## src/rtl/req_burst_pkg.sv

```systemverilog
package req_burst_pkg;
  typedef enum logic [2:0] {
    ST_IDLE  = 3'd0,
    ST_LEAD  = 3'd1,
    ST_BURST = 3'd2,
    ST_TAIL  = 3'd3,
    ST_ACKW  = 3'd4
  } bst_state_e;
endpackage

```

## src/rtl/req_burst_fsm.sv

```systemverilog
module req_burst_fsm
  import req_burst_pkg::*;
#(
  parameter int BURST_LEN = 4,
  parameter int EOT_MODE  = 0
) (
  input  logic       clk,
  input  logic       rst_n,
  input  logic       req_i,
  input  logic       ack_i,
  output bst_state_e st_o,
  output logic       last_o
);
  localparam int CNT_W = (BURST_LEN > 1) ? $clog2(BURST_LEN) : 1;
  localparam logic [CNT_W-1:0] CNT_LAST = CNT_W'(BURST_LEN - 1);

  bst_state_e       st_q, st_nxt;
  logic [CNT_W-1:0] cnt_q, cnt_nxt;
  logic             cnt_en, last;

  assign last   = (cnt_q == CNT_LAST);
  assign cnt_en = (st_q == ST_BURST);
  assign cnt_nxt = last ? '0 : cnt_q + CNT_W'(1);

  always_comb begin
    st_nxt = st_q;
    unique case (st_q)
      ST_IDLE:  if (req_i) st_nxt = ST_LEAD;
      ST_LEAD:  st_nxt = ST_BURST;
      ST_BURST: if (last) st_nxt = (EOT_MODE == 0) ? ST_TAIL : ST_ACKW;
      ST_TAIL:  st_nxt = ST_ACKW;
      ST_ACKW:  if (ack_i) st_nxt = ST_IDLE;
      default:  st_nxt = ST_IDLE;
    endcase
  end

  always_ff @(posedge clk or negedge rst_n) begin
    if (!rst_n) st_q <= ST_IDLE;
    else        st_q <= st_nxt;
  end

  always_ff @(posedge clk or negedge rst_n) begin
    if (!rst_n)      cnt_q <= '0;
    else if (cnt_en) cnt_q <= cnt_nxt;
  end

  assign st_o   = st_q;
  assign last_o = last;


  lead_latency_chk: assert property (@(posedge clk) disable iff (!rst_n)
    (st_q == ST_IDLE && req_i) |-> ##2 (st_q == ST_BURST && cnt_q == '0));


  ack_wait_chk: assert property (@(posedge clk) disable iff (!rst_n)
    (st_q == ST_ACKW && !ack_i) |=> (st_q == ST_ACKW));


  busy_ignore_chk: assert property (@(posedge clk) disable iff (!rst_n)
    (st_q != ST_IDLE && st_q != ST_ACKW) |=> (st_q != ST_IDLE));
endmodule

```

## src/rtl/req_burst_out.sv

```systemverilog
module req_burst_out
  import req_burst_pkg::*;
#(
  parameter int DATA_W   = 8,
  parameter int EOT_MODE = 0
) (
  input  logic              clk,
  input  logic              rst_n,
  input  bst_state_e        st_i,
  input  logic              last_i,
  input  logic [DATA_W-1:0] data_i,
  output logic              data_en_o,
  output logic              eot_o,
  output logic [DATA_W-1:0] data_o
);
  logic [DATA_W-1:0] data_q;
  logic              cap_en;

  assign cap_en    = (st_i == ST_LEAD);
  assign data_en_o = (st_i == ST_BURST);

  generate
    if (EOT_MODE == 0) begin : g_eot_after
      assign eot_o = (st_i == ST_TAIL);
      logic unused_last;
      assign unused_last = last_i;

      eot_after_chk: assert property (@(posedge clk) disable iff (!rst_n)
        $fell(data_en_o) |-> eot_o);
    end else begin : g_eot_last
      assign eot_o = (st_i == ST_BURST) && last_i;

      eot_last_chk: assert property (@(posedge clk) disable iff (!rst_n)
        $fell(data_en_o) |-> $past(eot_o));
    end
  endgenerate

  always_ff @(posedge clk or negedge rst_n) begin
    if (!rst_n)      data_q <= '0;
    else if (cap_en) data_q <= data_i;
  end

  assign data_o = data_q;


  data_hold_chk: assert property (@(posedge clk) disable iff (!rst_n)
    (data_en_o && $past(data_en_o)) |-> $stable(data_o));


  eot_single_chk: assert property (@(posedge clk) disable iff (!rst_n)
    eot_o |=> !eot_o);
endmodule

```

## src/rtl/req_burst_ctrl.sv

```systemverilog
module req_burst_ctrl
  import req_burst_pkg::*;
#(
  parameter int BURST_LEN = 4,
  parameter int DATA_W    = 8,
  parameter int EOT_MODE  = 0
) (
  input  logic              clk,
  input  logic              rst_n,
  input  logic              req_i,
  input  logic              ack_i,
  input  logic [DATA_W-1:0] data_i,
  output logic              data_en_o,
  output logic              eot_o,
  output logic [DATA_W-1:0] data_o
);
  bst_state_e st;
  logic       last;

  req_burst_fsm #(.BURST_LEN(BURST_LEN), .EOT_MODE(EOT_MODE)) u_fsm (
    .clk    (clk),
    .rst_n  (rst_n),
    .req_i  (req_i),
    .ack_i  (ack_i),
    .st_o   (st),
    .last_o (last)
  );

  req_burst_out #(.DATA_W(DATA_W), .EOT_MODE(EOT_MODE)) u_out (
    .clk       (clk),
    .rst_n     (rst_n),
    .st_i      (st),
    .last_i    (last),
    .data_i    (data_i),
    .data_en_o (data_en_o),
    .eot_o     (eot_o),
    .data_o    (data_o)
  );


  reset_quiet_chk: assert property (@(posedge clk)
    !rst_n |-> (!data_en_o && !eot_o && data_o == '0));
endmodule

```

## config.mk

```make
export PLATFORM = sky130hd
export DESIGN_NAME = req_burst_ctrl
export DESIGN_NICKNAME = d
export VERILOG_FILES = /design/src/rtl/req_burst_pkg.sv /design/src/rtl/req_burst_fsm.sv /design/src/rtl/req_burst_out.sv /design/src/rtl/req_burst_ctrl.sv
export SDC_FILE = /design/constraint.sdc
export NUM_CORES = 1
export LEC_CHECK = 0
export ABC_CLOCK_PERIOD_IN_PS = 3090
export BUFFER_PORTS_ARGS = -buffer_cell sky130_fd_sc_hd__buf_2
export CAP_MARGIN = 20
export CORE_MARGIN = 4
export CORE_UTILIZATION = 40
export DETAILED_ROUTE_END_ITERATION = 8
export HOLD_SLACK_MARGIN = 0.12
export PLACE_DENSITY = 0.68
export SYNTH_ARGS = -nofsm -noshare
export SYNTH_HDL_FRONTEND = slang
export SYNTH_HIERARCHICAL = 1
export SYNTH_SLANG_ARGS = --single-unit
```

## constraint.sdc

```tcl
create_clock -name clk -period 3.09 [get_ports clk]
set_input_delay 0.618 -clock clk [delete_from_list [all_inputs] [get_ports clk]]
set_output_delay 0.618 -clock clk [all_outputs]
set_load 0.05 [all_outputs]
```

# [Yosys cells after proc, flatten, opt, wreduce, memory -nomap -nowiden]
# Cells that the tools add are included.
[word_totals] regBits=13 inputBits=12 elab_cells=19
[op_classes] n_addsub=1 n_eq_ne=8 n_mux=5 n_reduce_logical=2
[op_table] operator="3-bit case mux with 5 select lines" count=1
[op_table] operator="3-bit two-way mux" count=3
[op_table] operator="3-bit by 2-bit == test with 1-bit output (second input constant)" count=2
[op_table] operator="2-bit inequality test (second input constant)" count=2
[op_table] operator="3-bit by 1-bit == test with 1-bit output (second input constant)" count=1
[op_table] operator="3-bit == test (second input constant)" count=1
[op_table] operator="3-bit logical NOT" count=1
[op_table] operator="3-bit AND reduction" count=1
[op_table] operator="2-bit by 1-bit adder with 2-bit output (second input constant)" count=1
[op_table] operator="2-bit == test (second input constant)" count=1
[op_table] operator="2-bit two-way mux" count=1
[op_table] operator="2-bit by 1-bit inequality test with 1-bit output (second input constant)" count=1

# [Logic depth before layout (Yosys ltp)]
[depth] ltp_word=3 ltp_mapped=3 mapped_depth_nobuf=3

# [Hierarchy]
# Netlist, hierarchy kept.
[modules_own_cells] mod="req_burst_out" n_inst=1 cells_per_inst=19 area_per_inst_um2=326.6 seq_area_each_um2=200.2
[modules_own_cells] mod="req_burst_fsm" n_inst=1 cells_per_inst=17 area_per_inst_um2=225.2 seq_area_each_um2=125.1

# [Worst setup path after synthesis]
# No wires, ideal clock.
[synth_timing] path_kind="register to output" start="reg u_fsm.st_q[1], in the netlist u_fsm/st_o[1]" end="out data_en_o" arrival_time_ns=1.662 required_ns=2.472 setup_slack_ns=0.810 path_stages_with_launch=2 path_buffers=0 path_cell_list="dfrtp_1 nor3b_1"
[synth_via] elab_chain_cells=1
[synth_rtl] item="start, declared" line_no="req_burst_fsm.sv:17" source="bst_state_e st_q, st_nxt;"
[synth_rtl] item="start signal, assigned" line_no="req_burst_fsm.sv:39" source="else st_q <= st_nxt;"
[synth_rtl] item="3-bit by 2-bit == test with 1-bit output" line_no="req_burst_out.sv:20" source="assign data_en_o = (st_i == ST_BURST);"
[synth_rtl] item="end, declared" line_no="req_burst_ctrl.sv:13" source="output logic data_en_o,"
# Every way passes these cells.

# [Worst setup path after layout]
# Ends and elaborated chain as after synthesis.

==> metrics.txt <==
status=complete, no violations; Synth Net Count=49; initial antenna violation count=0; sequential cell area fraction in the yosys report=58.96%; max incr delay on CP=0.52 ns; number of fill cells=118; CTS Hold Bufs=0; MaxCap Viol Count=0; vias in the first global route=385; Die Area=2038 um2; total track usage=9.909%; CP cell instances=nor3b_1 > buf_2; Final Max Tran Viols=0; share of cells above drive strength 1=60.66%; Synth Flop Type=dfrtp_1; CP Class=register to output port; asr flop ratio synth=100.0%; Post-DP HPWL=725.9 um; drt wl/cell=12.22 um; Layout area overhead=27.21%; Distinct cells, synth=14; Hold Path Class=primary input to async pin; Diodes inserted=0; Initial DRC Count=2; period utilization=61.85%; final antenna-violating net count=0; R2R setup slack=1.65 ns; worst setup path start=u_fsm/st_o[1]; clock sink total=13; DRT Pass-1 Iters=2; synthesized instance count=36; most frequent cells after synthesis=13 x dfrtp_1, 10 x mux2_2, 2 x nor2_1; CTS tree=done; Crit path required time=2.47 ns; final clock skew=0.0005074 ns; CP endpoint kind=output port; largest net degree at the start of global routing=14; nets@finish=75; final setup fails=0; clock-pin slew on the worst setup and hold paths=0.07 ns; die width=45.14 um; Vias per Instance=4.908; number of CTS-inserted buffers=3; most common cell in the netlist=dfrtp_1; Ys Warns=6; CP Data Arrival Time=1.29 ns; final setup TNS=0 ns; post-layout min period=1.911 ns; num rows=13; H-tree depth=1; Root Driver=clkbuf_4; R2R depth=2; GP Congestion=0.6344; Post-Synthesis Cell Area=551.8 um2; slew at the pin with the worst max-slew slack=0.4078 ns; first-pass GRT wire length=1469 um; Area contributors post-synth=dfrtp_1 59%, mux2_2 20%, nor3b_4 3.4%; core area=1301 um2; multi-input combinational cell area=226.5 um2; mean area per synthesized cell=15.33 um2; slowest CP cell=dfrtp_1; PostCTS Resize Cnt=0; DR vias=373; top-area cell type share of the netlist area=58.96%; area leader, netlist=dfrtp_1; Max clock buf depth=2; max_slew headroom=72.78%; chip height=45.14 um; Worst setup SP type=register; final hold vios=0; GR Overflow Total=0; EDFF count, synth=0; RSZ-0062 raised after global routing=false; worst-path fanout max=8; worst r2r src=u_fsm/st_o[0]; worst setup path end=data_en_o; IO Port Bufs=21; maximum clock rate=0.5233 GHz; Reg area=325.3 um2; Worst-Skew Late Latency=0.27 ns; initial core utilization=42.40%; DRC Markers=0; setup bufs post-CTS=0; Crit Reg-Reg Endpoint=u_out/data_o[4]; Boundary Pins=22; synthesized flop and latch total=13; Routed WL=929 um
## worst min path at each step
stage,endpoint,slack (ns),startpoint
6_report,u_out/data_o[2],0.22,rst_n
3_3_place_gp,u_out/data_o[3],0.48,u_out/data_o[3]
4_1_cts,u_out/data_o[5],0.22,rst_n
3_5_place_dp,u_out/data_o[5],0.49,u_out/data_o[5]
5_1_grt,u_out/data_o[6],0.23,rst_n
2_1_floorplan,u_fsm/cnt_q[0],0.32,rst_n
## registers in the layout, summed over array words and instances, names as in the netlist
name / count
u_out/data_o: 8
u_fsm/st_o: 3
u_fsm/cnt_q: 2
## layout by cell type (no fill, tap or decap), drive strengths merged
| cell type | instances |
|---|---|
| ha | 1 |
| nor3b | 3 |
| and3b | 1 |
| clkbuf | 4 |
| nand2 | 1 |
| nor2 | 2 |
| dfrtp | 13 |
| nor3 | 1 |
| mux2i | 1 |
| or4b | 1 |
| mux2 | 10 |
| nand3b | 1 |
| xnor2 | 1 |
| buf | 21 |
## critical path, delay by kind of cell (launching register included)
| family | cells | cell delay [ns] |
|---|---|---|
| and+or+nand+nor | 1 | 0.22 |
| DFF | 1 | 0.52 |
| buffers and inverters | 1 | 0.29 |
## per-stage QoR
stage               instance area (um2)  instances  hold slack (ns)  setup WS (ns)  utilization, %
finish                            701.9         76           0.2193          1.179           53.94
detailed placement                675.6         72           0.4899          1.454           51.92
CTS                               701.9         76           0.2210          1.143           53.94
global placement                  675.6         72           0.4844          1.505           51.92
global route                      701.9         76           0.2276          1.084           53.94
floorplan                         551.8         36           0.3224         0.8102               -
## logic make-up (layout without fill, tap and decap cells)
kind of cell  after synthesis  in the layout  synth area share [%]
xor+xnor                    1              1                 1.588
fa+ha+maj                   1              1                 2.267
buf+inv                     0             25                     0
simple gates               10             10                 14.97
mux                        11             11                 22.22
flops                      13             13                 58.96
## cell type report
class                           instances  share of cell area (%)
Timing Repair Buffer                   21                   14.97
Clock buffer                            4                   3.743
Sequential cell                        13                   46.35
Tap cell                               15                   2.674
Multi-Input combinational cell         23                   32.26
## metal layers
layer | vias up | share of wire [%] | global-route usage [%]
li1 | 182 | - | -
met1 | 172 | 42 | 11.50
met2 | 19 | 46 | 16.10
met3 | 0 | 13 | 3.187
met4 | 0 | 0 | 5.263
met5 | - | 0 | 0
Power is left out: the tool's default activity adds up to more than one toggle a clock period on the data nets, which glitch-free logic cannot reach.
